`src/rtl/sfc_pkg.sv`:
```
package sfc_pkg;
  localparam int unsigned ADDR_W = 2;
  localparam logic [ADDR_W-1:0] ADDR_CTRL = 2'd0;
  localparam logic [ADDR_W-1:0] ADDR_STAT = 2'd1;
  localparam logic [ADDR_W-1:0] ADDR_DATA = 2'd2;

  localparam int unsigned BIT_EN      = 0;
  localparam int unsigned POS_TXTHR   = 4;
  localparam int unsigned POS_RXTHR   = 8;
  localparam int unsigned POS_TXCNT   = 0;
  localparam int unsigned POS_RXCNT   = 8;
  localparam int unsigned BIT_TXEMPTY = 16;
  localparam int unsigned BIT_TXFULL  = 17;
  localparam int unsigned BIT_RXEMPTY = 18;
  localparam int unsigned BIT_RXFULL  = 19;
  localparam int unsigned BIT_TXOVF   = 20;
  localparam int unsigned BIT_TXUND   = 21;
  localparam int unsigned BIT_RXOVR   = 22;

  typedef struct packed {
    logic run;
    logic flush;
    logic txPush;
    logic txPop;
    logic rxPush;
    logic rxPop;
  } sfcStrobe_t;
endpackage

```
`src/rtl/sfc_fifo.sv`:
```
module sfc_fifo #(
  parameter int unsigned DEPTH  = 16,
  parameter int unsigned DATA_W = 32,
  localparam int unsigned AW = $clog2(DEPTH),
  localparam int unsigned CW = AW + 1
) (
  input  logic              clk,
  input  logic              rstN,
  input  logic              flush,
  input  logic              push,
  input  logic              pop,
  input  logic [DATA_W-1:0] wdata,
  output logic [DATA_W-1:0] head,
  output logic [CW-1:0]     count,
  output logic              full,
  output logic              empty
);
  logic [DATA_W-1:0] mem [DEPTH];
  logic [AW-1:0] wrPtr;
  logic [AW-1:0] rdPtr;

  function automatic logic [AW-1:0] nextPtr(input logic [AW-1:0] p);
    return (p == AW'(DEPTH - 1)) ? '0 : p + AW'(1);
  endfunction

  assign full  = (count == CW'(DEPTH));
  assign empty = (count == '0);
  assign head  = mem[rdPtr];

  always_ff @(posedge clk or negedge rstN) begin
    if (!rstN) begin
      wrPtr <= '0;
      rdPtr <= '0;
      count <= '0;
    end else if (flush) begin
      wrPtr <= '0;
      rdPtr <= '0;
      count <= '0;
    end else begin
      if (push) wrPtr <= nextPtr(wrPtr);
      if (pop)  rdPtr <= nextPtr(rdPtr);
      if (push && !pop)      count <= count + CW'(1);
      else if (pop && !push) count <= count - CW'(1);
    end
  end

  always_ff @(posedge clk) begin
    if (push && !flush) mem[wrPtr] <= wdata;
  end

  assert_no_push_full_R5: assert property (@(posedge clk) disable iff (!rstN)
    push |-> !full);
  assert_no_pop_empty_R5: assert property (@(posedge clk) disable iff (!rstN)
    pop |-> !empty);
  assert_count_bound_R5: assert property (@(posedge clk) disable iff (!rstN)
    count <= CW'(DEPTH));
  assert_flush_clears_R11: assert property (@(posedge clk) disable iff (!rstN)
    flush |=> (count == '0));
endmodule

```
`src/rtl/sfc_datapath.sv`:
```
module sfc_datapath
  import sfc_pkg::*;
#(
  parameter int unsigned DEPTH  = 16,
  parameter int unsigned DATA_W = 32,
  localparam int unsigned CW = $clog2(DEPTH) + 1
) (
  input  logic              clk,
  input  logic              rstN,
  input  sfcStrobe_t        strobe,
  input  logic [DATA_W-1:0] txWdata,
  input  logic [DATA_W-1:0] rxData,
  output logic [DATA_W-1:0] txData,
  output logic [DATA_W-1:0] rxReadData,
  output logic [CW-1:0]     txCount,
  output logic [CW-1:0]     rxCount,
  output logic              txFull,
  output logic              txEmpty,
  output logic              rxFull,
  output logic              rxEmpty
);
  logic [DATA_W-1:0] txHead;
  logic [DATA_W-1:0] rxHead;
  logic [DATA_W-1:0] lastRead;

  sfc_fifo #(.DEPTH(DEPTH), .DATA_W(DATA_W)) u_txFifo (
    .clk   (clk),
    .rstN  (rstN),
    .flush (strobe.flush),
    .push  (strobe.txPush),
    .pop   (strobe.txPop),
    .wdata (txWdata),
    .head  (txHead),
    .count (txCount),
    .full  (txFull),
    .empty (txEmpty)
  );

  sfc_fifo #(.DEPTH(DEPTH), .DATA_W(DATA_W)) u_rxFifo (
    .clk   (clk),
    .rstN  (rstN),
    .flush (strobe.flush),
    .push  (strobe.rxPush),
    .pop   (strobe.rxPop),
    .wdata (rxData),
    .head  (rxHead),
    .count (rxCount),
    .full  (rxFull),
    .empty (rxEmpty)
  );

  always_ff @(posedge clk or negedge rstN) begin
    if (!rstN) lastRead <= '0;
    else if (strobe.rxPop) lastRead <= rxHead;
  end

  assign rxReadData = rxEmpty ? lastRead : rxHead;
  assign txData     = (strobe.run && !txEmpty) ? txHead : '0;

  // a pop always hands out the sample that is remembered for later empty reads
  assert_last_read_R9: assert property (@(posedge clk) disable iff (!rstN)
    strobe.rxPop |=> (lastRead == $past(rxReadData)));
endmodule

```
`src/rtl/sfc_control.sv`:
```
module sfc_control
  import sfc_pkg::*;
#(
  parameter int unsigned DEPTH  = 16,
  parameter int unsigned DATA_W = 32,
  localparam int unsigned AW = $clog2(DEPTH),
  localparam int unsigned CW = AW + 1
) (
  input  logic              clk,
  input  logic              rstN,
  input  logic              regWrEn,
  input  logic              regRdEn,
  input  logic [ADDR_W-1:0] regAddr,
  input  logic [DATA_W-1:0] regWdata,
  output logic [DATA_W-1:0] regRdata,
  input  logic              txPopIn,
  input  logic              rxPushIn,
  input  logic [DATA_W-1:0] rxReadData,
  input  logic [CW-1:0]     txCount,
  input  logic [CW-1:0]     rxCount,
  input  logic              txFull,
  input  logic              txEmpty,
  input  logic              rxFull,
  input  logic              rxEmpty,
  output sfcStrobe_t        strobe,
  output logic              txReq,
  output logic              rxReq
);
  logic          enable;
  logic [AW-1:0] txThr;
  logic [AW-1:0] rxThr;
  logic          errTxOvf;
  logic          errTxUnd;
  logic          errRxOvr;
  logic          unusedWdata;

  logic wrCtrl, wrStat, wrData, rdData;
  logic setTxOvf, setTxUnd, setRxOvr;
  logic [CW-1:0] txLevel, rxLevel;

  assign unusedWdata = ^regWdata;

  assign wrCtrl = regWrEn && (regAddr == ADDR_CTRL);
  assign wrStat = regWrEn && (regAddr == ADDR_STAT);
  assign wrData = regWrEn && (regAddr == ADDR_DATA);
  assign rdData = regRdEn && (regAddr == ADDR_DATA);

  always_comb begin
    strobe.run    = enable;
    strobe.flush  = !enable;
    strobe.txPush = enable && wrData   && !txFull;
    strobe.txPop  = enable && txPopIn  && !txEmpty;
    strobe.rxPush = enable && rxPushIn && !rxFull;
    strobe.rxPop  = enable && rdData   && !rxEmpty;
  end

  assign setTxOvf = enable && wrData   && txFull;
  assign setTxUnd = enable && txPopIn  && txEmpty;
  assign setRxOvr = enable && rxPushIn && rxFull;

  always_ff @(posedge clk or negedge rstN) begin
    if (!rstN) begin
      enable <= 1'b0;
      txThr  <= '0;
      rxThr  <= '0;
    end else if (wrCtrl) begin
      enable <= regWdata[BIT_EN];
      txThr  <= regWdata[POS_TXTHR +: AW];
      rxThr  <= regWdata[POS_RXTHR +: AW];
    end
  end

  always_ff @(posedge clk or negedge rstN) begin
    if (!rstN) begin
      errTxOvf <= 1'b0;
      errTxUnd <= 1'b0;
      errRxOvr <= 1'b0;
    end else begin
      errTxOvf <= setTxOvf || (errTxOvf && !(wrStat && regWdata[BIT_TXOVF]));
      errTxUnd <= setTxUnd || (errTxUnd && !(wrStat && regWdata[BIT_TXUND]));
      errRxOvr <= setRxOvr || (errRxOvr && !(wrStat && regWdata[BIT_RXOVR]));
    end
  end

  assign txLevel = CW'(txThr) + CW'(1);
  assign rxLevel = CW'(rxThr) + CW'(1);
  assign txReq   = enable && (txCount <= txLevel);
  assign rxReq   = enable && (rxCount >= rxLevel);

  always_comb begin
    regRdata = '0;
    unique case (regAddr)
      ADDR_CTRL: begin
        regRdata[BIT_EN]           = enable;
        regRdata[POS_TXTHR +: AW]  = txThr;
        regRdata[POS_RXTHR +: AW]  = rxThr;
      end
      ADDR_STAT: begin
        regRdata[POS_TXCNT +: CW]  = txCount;
        regRdata[POS_RXCNT +: CW]  = rxCount;
        regRdata[BIT_TXEMPTY]      = txEmpty;
        regRdata[BIT_TXFULL]       = txFull;
        regRdata[BIT_RXEMPTY]      = rxEmpty;
        regRdata[BIT_RXFULL]       = rxFull;
        regRdata[BIT_TXOVF]        = errTxOvf;
        regRdata[BIT_TXUND]        = errTxUnd;
        regRdata[BIT_RXOVR]        = errRxOvr;
      end
      ADDR_DATA: regRdata = rxReadData;
      default:   regRdata = '0;
    endcase
  end

  assert_tx_overflow_R6: assert property (@(posedge clk) disable iff (!rstN)
    (enable && wrData && txFull) |=> (errTxOvf && txFull));
  assert_tx_underrun_R7: assert property (@(posedge clk) disable iff (!rstN)
    (enable && txPopIn && txEmpty) |=> errTxUnd);
  assert_rx_overrun_R8: assert property (@(posedge clk) disable iff (!rstN)
    (enable && rxPushIn && rxFull) |=> (errRxOvr && rxFull));
  assert_empty_read_still_R9: assert property (@(posedge clk) disable iff (!rstN)
    (rdData && rxEmpty && !rxPushIn) |=> (rxCount == '0));
  assert_sticky_rxovr_R10: assert property (@(posedge clk) disable iff (!rstN)
    (errRxOvr && !(wrStat && regWdata[BIT_RXOVR])) |=> errRxOvr);
  assert_sticky_txund_R10: assert property (@(posedge clk) disable iff (!rstN)
    (errTxUnd && !(wrStat && regWdata[BIT_TXUND])) |=> errTxUnd);
  assert_idle_no_error_R11: assert property (@(posedge clk) disable iff (!rstN)
    (!enable && !errTxUnd) |=> !errTxUnd);
endmodule

```
`src/rtl/serial_fifo_ctrl.sv`:
```
module serial_fifo_ctrl
  import sfc_pkg::*;
#(
  parameter int unsigned DEPTH  = 16,
  parameter int unsigned DATA_W = 32,
  localparam int unsigned CW = $clog2(DEPTH) + 1
) (
  input  logic              clk,
  input  logic              rstN,
  input  logic              regWrEn,
  input  logic              regRdEn,
  input  logic [ADDR_W-1:0] regAddr,
  input  logic [DATA_W-1:0] regWdata,
  output logic [DATA_W-1:0] regRdata,
  input  logic              txPop,
  output logic [DATA_W-1:0] txData,
  input  logic              rxPush,
  input  logic [DATA_W-1:0] rxData,
  output logic              txReq,
  output logic              rxReq
);
  sfcStrobe_t        strobe;
  logic [DATA_W-1:0] rxReadData;
  logic [CW-1:0]     txCount, rxCount;
  logic              txFull, txEmpty, rxFull, rxEmpty;

  sfc_control #(.DEPTH(DEPTH), .DATA_W(DATA_W)) u_control (
    .clk        (clk),
    .rstN       (rstN),
    .regWrEn    (regWrEn),
    .regRdEn    (regRdEn),
    .regAddr    (regAddr),
    .regWdata   (regWdata),
    .regRdata   (regRdata),
    .txPopIn    (txPop),
    .rxPushIn   (rxPush),
    .rxReadData (rxReadData),
    .txCount    (txCount),
    .rxCount    (rxCount),
    .txFull     (txFull),
    .txEmpty    (txEmpty),
    .rxFull     (rxFull),
    .rxEmpty    (rxEmpty),
    .strobe     (strobe),
    .txReq      (txReq),
    .rxReq      (rxReq)
  );

  sfc_datapath #(.DEPTH(DEPTH), .DATA_W(DATA_W)) u_datapath (
    .clk        (clk),
    .rstN       (rstN),
    .strobe     (strobe),
    .txWdata    (regWdata),
    .rxData     (rxData),
    .txData     (txData),
    .rxReadData (rxReadData),
    .txCount    (txCount),
    .rxCount    (rxCount),
    .txFull     (txFull),
    .txEmpty    (txEmpty),
    .rxFull     (rxFull),
    .rxEmpty    (rxEmpty)
  );
endmodule

```
`config.mk`:
```
export PLATFORM = sky130hd
export DESIGN_NAME = serial_fifo_ctrl
export DESIGN_NICKNAME = d
export VERILOG_FILES = /design/src/rtl/sfc_pkg.sv /design/src/rtl/sfc_fifo.sv /design/src/rtl/sfc_datapath.sv /design/src/rtl/sfc_control.sv /design/src/rtl/serial_fifo_ctrl.sv
export SDC_FILE = /design/constraint.sdc
export NUM_CORES = 1
export LEC_CHECK = 0
export ABC_CLOCK_PERIOD_IN_PS = 5350
export BUFFER_PORTS_ARGS = -buffer_cell sky130_fd_sc_hd__buf_2
export CAP_MARGIN = 20
export CORE_UTILIZATION = 64
export CTS_BUF_LIST = sky130_fd_sc_hd__clkbuf_2
export CTS_CLUSTER_SIZE = 30
export DETAILED_ROUTE_END_ITERATION = 6
export PLACE_DENSITY = 0.8
export RECOVER_POWER = 100
export SETUP_SLACK_MARGIN = 0.3
export SLEW_MARGIN = 20
export SYNTH_ARGS = -nofsm -noshare
export SYNTH_HDL_FRONTEND = slang
export SYNTH_HIERARCHICAL = 1
export SYNTH_SLANG_ARGS = --single-unit
```
`constraint.sdc`:
```
create_clock -name clk -period 5.35 [get_ports clk]
set_input_delay 0 -clock clk [delete_from_list [all_inputs] [get_ports clk]]
set_output_delay 0 -clock clk [all_outputs]
set_load 0.02 [all_outputs]
```
==> results of run 1 <==
flip-flops by register name, indices dropped and copies added (netlist names):
name and cells:
u_control/txThr 4, u_datapath/u_rxFifo/count 5, u_control/errTxOvf 1, u_control/errTxUnd 1, u_datapath/u_rxFifo/wrPtr 4, u_datapath/u_txFifo/mem 512, u_control/errRxOvr 1, u_datapath/u_rxFifo/mem 512
u_control/rxThr 4, u_control/enable 1, u_datapath/lastRead 32, u_datapath/u_txFifo/rdPtr 4, u_datapath/u_rxFifo/rdPtr 4, u_datapath/u_txFifo/count 5, u_datapath/u_txFifo/wrPtr 4
timing repair:
item                                    CTS  global route
hold buffers                            149             0
buffers inserted                          1             0
endpoints found under the hold margin  1805             0
pin swaps                                 0             1
gates resized for setup                   1             1
cloned                                    0             1
setup endpoints to repair                 4             3
power by group through the flow:
stage	clock network, mW	registers [mW]	logic (mW)
final	5.27	9.81	3.05
after CTS	5.37	9.82	3.14
after floorplan	0	9.85	2.36
after global routing	5.79	9.85	3.23
after global placement	0	10.0	2.96
after detailed placement	0	10.0	3.03
final cells by class:
| type | count | area, um2 | share of cell area (%) |
|---|---|---|---|
| multi-input cells | 971 | 10540 | 21.50 |
| well taps | 873 | 1092 | 2.229 |
| flip-flops and latches | 1094 | 32520 | 66.36 |
| diodes | 8 | 20.02 | 0.04085 |
| clock buffers | 387 | 1937 | 3.953 |
| repair buffers | 336 | 2442 | 4.984 |
| clock inverters | 76 | 375.4 | 0.7660 |
| inverters | 21 | 78.83 | 0.1609 |
layout by cell type, fill, tap and decap left out, types with 57 or more instances in the layout:
| cell type | count |
|---|---|
| sky130_fd_sc_hd__edfxtp_1 | 1024 |
| sky130_fd_sc_hd__clkinv_1 | 57 |
| sky130_fd_sc_hd__clkbuf_2 | 392 |
| sky130_fd_sc_hd__nand2_1 | 96 |
| sky130_fd_sc_hd__dfrtp_1 | 65 |
| sky130_fd_sc_hd__clkbuf_1 | 107 |
| sky130_fd_sc_hd__a22oi_1 | 107 |
| sky130_fd_sc_hd__mux4_2 | 191 |
| sky130_fd_sc_hd__a221oi_1 | 64 |
| sky130_fd_sc_hd__dlygate4sd3_1 | 149 |
| sky130_fd_sc_hd__mux2i_1 | 133 |
worst max path at each step:
| stage | from | to | slack, ns | cells past startpoint |
|---|---|---|---|---|
| 2_1_floorplan | u_datapath/u_rxFifo/count[0] | u_datapath/u_rxFifo/mem[11][0] | 1.13 | 7 |
| 3_3_place_gp | u_datapath/u_rxFifo/rdPtr[0] | regRdata[10] | 1.72 | 8 |
| 3_5_place_dp | u_datapath/u_rxFifo/rdPtr[0] | regRdata[10] | 1.75 | 8 |
| 4_1_cts | u_datapath/u_rxFifo/rdPtr[2] | regRdata[8] | 0.31 | 9 |
| 5_1_grt | regWrEn | u_datapath/u_txFifo/mem[11][20] | 0.19 | 10 |
| 6_report | regWrEn | u_datapath/u_txFifo/mem[5][15] | 0.35 | 12 |
metrics by stage:
| step | worst slack [ns] | cell area [um2] | std cells | power [mW] |
|---|---|---|---|---|
| after global placement | 1.724 | 45560 | 3141 | 12.95 |
| after floorplan | 1.133 | 44010 | 2217 | 12.21 |
| after detailed placement | 1.753 | 45590 | 3142 | 13.04 |
| after global routing | 0.1853 | 48990 | 3760 | 18.87 |
| final | 0.3516 | 49000 | 3766 | 18.13 |
| after CTS | 0.3079 | 49410 | 3755 | 18.33 |
kinds of logic (layout without fill, tap and decap cells):
family	count (synthesis)	in the layout	synth area share, %
AOI/OAI and AO/OA	253	253	4.222
xor gates and xnor gates	15	15	0.2985
adders and majority gates	36	36	1.058
buffers and inverters	153	820	2.152
DFF	1094	1094	73.84
muxes	399	399	15.26
other	0	8	0
and+or+nand+nor	267	268	3.164
worst max-delay path: cells and delay by family:
family,cells,cell delay [ns]
buffers and inverters,6,3.81
AND/OR/NAND/NOR,6,2.18
layer usage:
metal,track usage [%],part of all wire [%]
met5,0,0.0099
met4,13.91,3.5
met3,6.581,8.8
met2,48.38,50
met1,38.01,37
==> impl_metrics.tcl, run 1 <==
set metrics [dict create \
    critical_path.cell_chain "dlygate4sd3_1 > dlygate4sd3_1 > clkbuf_1 > dlygate4sd3_1 > nand3_1 > dlygate4sd3_1 > nor2_1 > nor2b_1 > nand2_1 > nor2_1 > and2_0 > dlymetal6s4s_1" \
    crit_path_max_fanout 19 \
    netlist_instances 2217 \
    clk_root_buffer_cell "sky130_fd_sc_hd__clkbuf_2" \
    power_switching_mw 5.050 \
    synth_cell_type_count 50 \
    cp-end-kind "flop" \
    first_global_vias 25401 \
    post_drt_via_cell_ratio 6.403 \
    clk_latency_ns 1.50 \
    per_cell_routed_wire_length_um 26.77 \
    die_h_um 264.2 \
    floorplan.core_area_mm2 0.06763 \
    leakage_nw 16.40 \
    transition_at_the_pin_with_the_smallest_max_transition_slack_ns 2.947 \
    grt_max_degree 133 \
    clock_power_share_pct 29.1 \
    std_cell_rows 95 \
    p_per_area_mw_per_mm2 370.1 \
    min_period_ns 4.998 \
    hold-path-endpoint "u_datapath/u_rxFifo/mem[2][18]" \
    synth_async_sr_flop_share_pct 6.399 \
    final.hold.worst_slack_ns 0.1479 \
    violations_in_the_final_reports "DRC, capacitance limit, slew limit" \
    reg2regPathDepth 7 \
    final_layout_fill_cell_count 4053 \
    synth-seq-cells 1094 \
    power.share.combinational_pct 16.8 \
    postLayoutCoreUtil_pct 72.45 \
    timing.critical_path.mode_cell "sky130_fd_sc_hd__dlygate4sd3_1" \
    worstHoldPathCells 3 \
    cts_buffer_depth 4 \
    initial_antenna_violation_count 4 \
    list_of_most_frequent_post_synthesis_cells "1024 x sky130_fd_sc_hd__edfxtp_1, 191 x sky130_fd_sc_hd__mux4_2, 133 x sky130_fd_sc_hd__mux2i_1" \
    part_of_the_cycle_the_worst_path_needs_pct 93.43 \
    power_frac_seq_pct 54.1 \
    syn_nets 2325 \
    slew-limit-headroom_pct -97.22 \
    critPathRequiredTime_ns 6.36 \
    postRouteWirelength_mm 100.8 \
    syn_area_per_cell_um2 19.85 \
    synth.top_cell.area_share_pct 69.86 \
    startpoint_to_endpoint_class_of_the_critical_path "in -> reg" \
    post-synth-top-area-cell "sky130_fd_sc_hd__edfxtp_1" \
    final_nets 2811 \
    number_of_nets_still_failing_antenna_checks_after_routing 0 \
    layout-area-overhead-vs-synth_pct 11.33 \
    netlist_top_cells_area "sky130_fd_sc_hd__edfxtp_1 70%, sky130_fd_sc_hd__mux4_2 9.8%, sky130_fd_sc_hd__dfrtp_1 4.0%, sky130_fd_sc_hd__mux2i_1 3.0%, sky130_fd_sc_hd__mux2_4 2.0%" \
    drt_drc_violations_left 2 \
    hold_sp "rxData[18]" \
    holdCritPathClass "in -> reg" \
    place.gp.congestion 0.8688 \
    synthMostInstantiatedCell "sky130_fd_sc_hd__edfxtp_1" \
    synth_enable_flop_cells 1024 \
    grt.total_usage_pct 29.52 \
    yosys_most_used_dff "sky130_fd_sc_hd__edfxtp_1" \
    grt_overflow 0 \
    dpl.hpwl_mm 54.51 \
    floorplan.die.width_um 264.2 \
    outcome "finished, violations left" \
    grt_pass1_wl_mm 150.9 \
    cp-start-kind "input pin" \
    max-vdd-ir-drop_v 0.0003157 \
    cts.sink_count 1094 \
    boundaryPins 138 \
    worst_r2r_endpoint "u_datapath/u_rxFifo/mem[7][7]" \
    rsz_0062_raised_after_global_routing "no" \
    dr_total_vias 24112 \
    cpPeakStageDelay_ns 1.23 \
    path_clk_slew_ns 0.11 \
    timing.critical_path.slowest_stage_cell "sky130_fd_sc_hd__dlymetal6s4s_1" \
    finalClockSkew_ns 0.1429 \
    clock_tree_from_tritoncts "built" \
    timing.critical_path.arrival_ns 6.00 \
    slew_violations 918 \
    fmax_ghz 0.2001 \
    die_footprint_mm2 0.06982 \
    totalNegativeSetupSlack_ns 0 \
    synth_sequential_area_ratio_pct 73.84 \
    power.internal_mw 13.08 \
    power.switching_fraction_pct 27.85 \
    numCtsBuffers 279 \
    rr_startpoint "u_datapath/u_rxFifo/count[2]" \
    maxCapViolCount 34 \
    post_synthesis_cell_area_mm2 0.04401 \
    r2r_slack_ns 0.37 \
    first_iter_violations 2595 \
    hold_violations_final 0 \
    layout-drive-gt1-share_pct 25.86 \
    portBuffers 137 \
    initial_core_util_pct 65.08 \
    yosys_warnings 6 \
    cts_htree_levels 5 \
    first_pass_iters 7 \
    setup-violations-final 0 \
]
Power figures use the tool's default switching activity.
==> run 2: changes to the inputs <==
REMOVE_ABC_BUFFERS = 1   (was not set)
==> impl_metrics.tcl, run 2 (synthesis results as in run 1) <==
set metrics [dict create \
    outcome "finished, violations left" \
    violations_in_the_final_reports "capacitance limit, slew limit" \
    first_global_vias 25560 \
    grt_overflow 0 \
    hold_sp "regWdata[24]" \
    numCtsBuffers 281 \
    power_switching_mw 4.981 \
    drt_drc_violations_left 0 \
    clock_power_share_pct 29.2 \
    max-vdd-ir-drop_v 0.0002857 \
    most_common_cell_after_layout_fill_and_taps_aside "sky130_fd_sc_hd__edfxtp_1" \
    leading_registers_by_flop_count "u_datapath/u_rxFifo/mem x512, u_datapath/u_txFifo/mem x512, u_datapath/lastRead x32" \
    timing.critical_path.arrival_ns 6.03 \
    layout-area-overhead-vs-synth_pct 11.36 \
    post_drt_via_cell_ratio 6.383 \
    postPlaceCellArea_mm2 0.04565 \
    final_cell_mix "1024 x sky130_fd_sc_hd__edfxtp_1, 424 x sky130_fd_sc_hd__clkbuf_2, 191 x sky130_fd_sc_hd__mux4_2" \
    rr_startpoint "u_control/enable" \
    cp-end-kind "flop" \
    grt_max_degree 95 \
    cts_htree_levels 5 \
    finalClockSkew_ns 0.1592 \
    path_clk_slew_ns 0.11 \
    place.gp.congestion 0.8130 \
    cts_buffer_depth 4 \
    dr_total_vias 24109 \
    transition_at_the_pin_with_the_smallest_max_transition_slack_ns 2.679 \
    dpl.hpwl_mm 54.72 \
    p_per_area_mw_per_mm2 367.5 \
    rsz_0062_raised_after_global_routing "no" \
    std_cell_rows 95 \
    floorplan.die.width_um 264.2 \
    grt_pass1_wl_mm 151.4 \
    first_pass_iters 7 \
    cts.sink_count 1094 \
    initial_antenna_violation_count 4 \
    hold_violations_final 0 \
    postRouteWirelength_mm 100.8 \
    grt.total_usage_pct 29.59 \
    slew-limit-headroom_pct -78.59 \
    part_of_the_cycle_the_worst_path_needs_pct 93.38 \
    power.internal_mw 13.03 \
    layout.cell_area.non_filler_mm2 0.04901 \
    critPathRequiredTime_ns 6.38 \
    final_nets 2819 \
    maxCapViolCount 24 \
    cp-start-kind "flop" \
    min_period_ns 4.996 \
    holdCritPathClass "in -> reg" \
    power_frac_seq_pct 54.2 \
    worstHoldPathCells 3 \
    die_h_um 264.2 \
    boundaryPins 138 \
    slew_violations 592 \
    startpoint_to_endpoint_class_of_the_critical_path "reg -> reg" \
    number_of_nets_still_failing_antenna_checks_after_routing 0 \
    totalNegativeSetupSlack_ns 0 \
    die_footprint_mm2 0.06982 \
    startpoint "u_control/enable" \
    per_cell_routed_wire_length_um 26.69 \
    floorplan.core_area_mm2 0.06763 \
    initial_core_util_pct 65.08 \
    setup-violations-final 0 \
    power.switching_fraction_pct 27.65 \
    crit_path_max_fanout 23 \
    power.share.combinational_pct 16.6 \
    fmax_ghz 0.2002 \
    clk_latency_ns 1.41 \
    clock_tree_from_tritoncts "built" \
    leakage_nw 16.48 \
    first_iter_violations 2848 \
    layout-drive-gt1-share_pct 27.15 \
    reg2regPathDepth 7 \
    portBuffers 137 \
    clk_root_buffer_cell "sky130_fd_sc_hd__clkbuf_2" \
    final.hold.worst_slack_ns 0.2079 \
]
-- run 2: power groups by stage --
stage                     Sequential [mW]  Combinational (mW)  Clock, mW
after floorplan                      10.0                2.19          0
after global placement               9.93                2.96          0
after detailed placement             9.95                3.03          0
after CTS                            9.76                3.14       5.38
after global routing                 9.78                3.19       5.81
final                                9.76                2.99       5.26
-- run 2: critical path, stage by stage, from the launching register on --
cell	delay (ns)
sky130_fd_sc_hd__dfrtp_1	0.77
sky130_fd_sc_hd__nand3_1	0.16
sky130_fd_sc_hd__dlygate4sd3_1	0.63
sky130_fd_sc_hd__nor2_1	0.43
sky130_fd_sc_hd__nor2b_1	0.29
sky130_fd_sc_hd__and3b_1	0.24
sky130_fd_sc_hd__and2_0	1.72
sky130_fd_sc_hd__buf_4	0.47
-- run 2: path summary, 6_finish.rpt --
path / end / slack (ns)
max reg2reg: u_datapath/u_txFifo/mem[11][17] / 0.35
min reg2reg: u_datapath/lastRead[0] / 0.49
min: u_datapath/u_txFifo/mem[15][24] / 0.21
max: u_datapath/u_txFifo/mem[11][17] / 0.35
max in group asynchronous: u_datapath/u_rxFifo/rdPtr[0] / 2.28
min in group asynchronous: u_datapath/lastRead[23] / 0.36
-- run 2: what timing repair did --
item                                    4_1_cts  5_1_grt
endpoints found under the setup margin        0        6
gates resized for setup                       0        1
hold buffers                                148        0
endpoints found under the hold margin      1978        0
buffers inserted                              0        0
-- run 2: through the flow --
step                worst slack, ns  std cells  util (%)  power [mW]
CTS                          0.3696       3775     73.14       18.29
finish                       0.3541       3777     72.47       18.02
detailed placement            1.867       3153     67.49       12.98
global route                 0.2172       3777     72.47       18.78
global placement              1.965       3153     67.49       12.90
floorplan                    -2.863       2085         -       12.23
-- run 2: routing by layer --
| metal | vias to the layer above | global-route usage, % | wire length, um |
|---|---|---|---|
| li1 | 10251 | - | - |
| met1 | 12185 | 37.36 | 36570 |
| met2 | 1453 | 49.38 | 51640 |
| met3 | 216 | 7.140 | 9448 |
| met4 | 4 | 12.71 | 3126 |
| met5 | - | 0 | 22 |
-- run 2: area by class of cell --
type / instances / area (um2)
flip-flops and latches: 1094 / 32510
fillers: 4067 / 18620
multi-input cells: 970 / 10530
repair buffers: 343 / 2464
clock buffers: 408 / 2042
well taps: 873 / 1092
clock inverters: 66 / 292.8
inverters: 21 / 78.83
diodes: 2 / 5.005
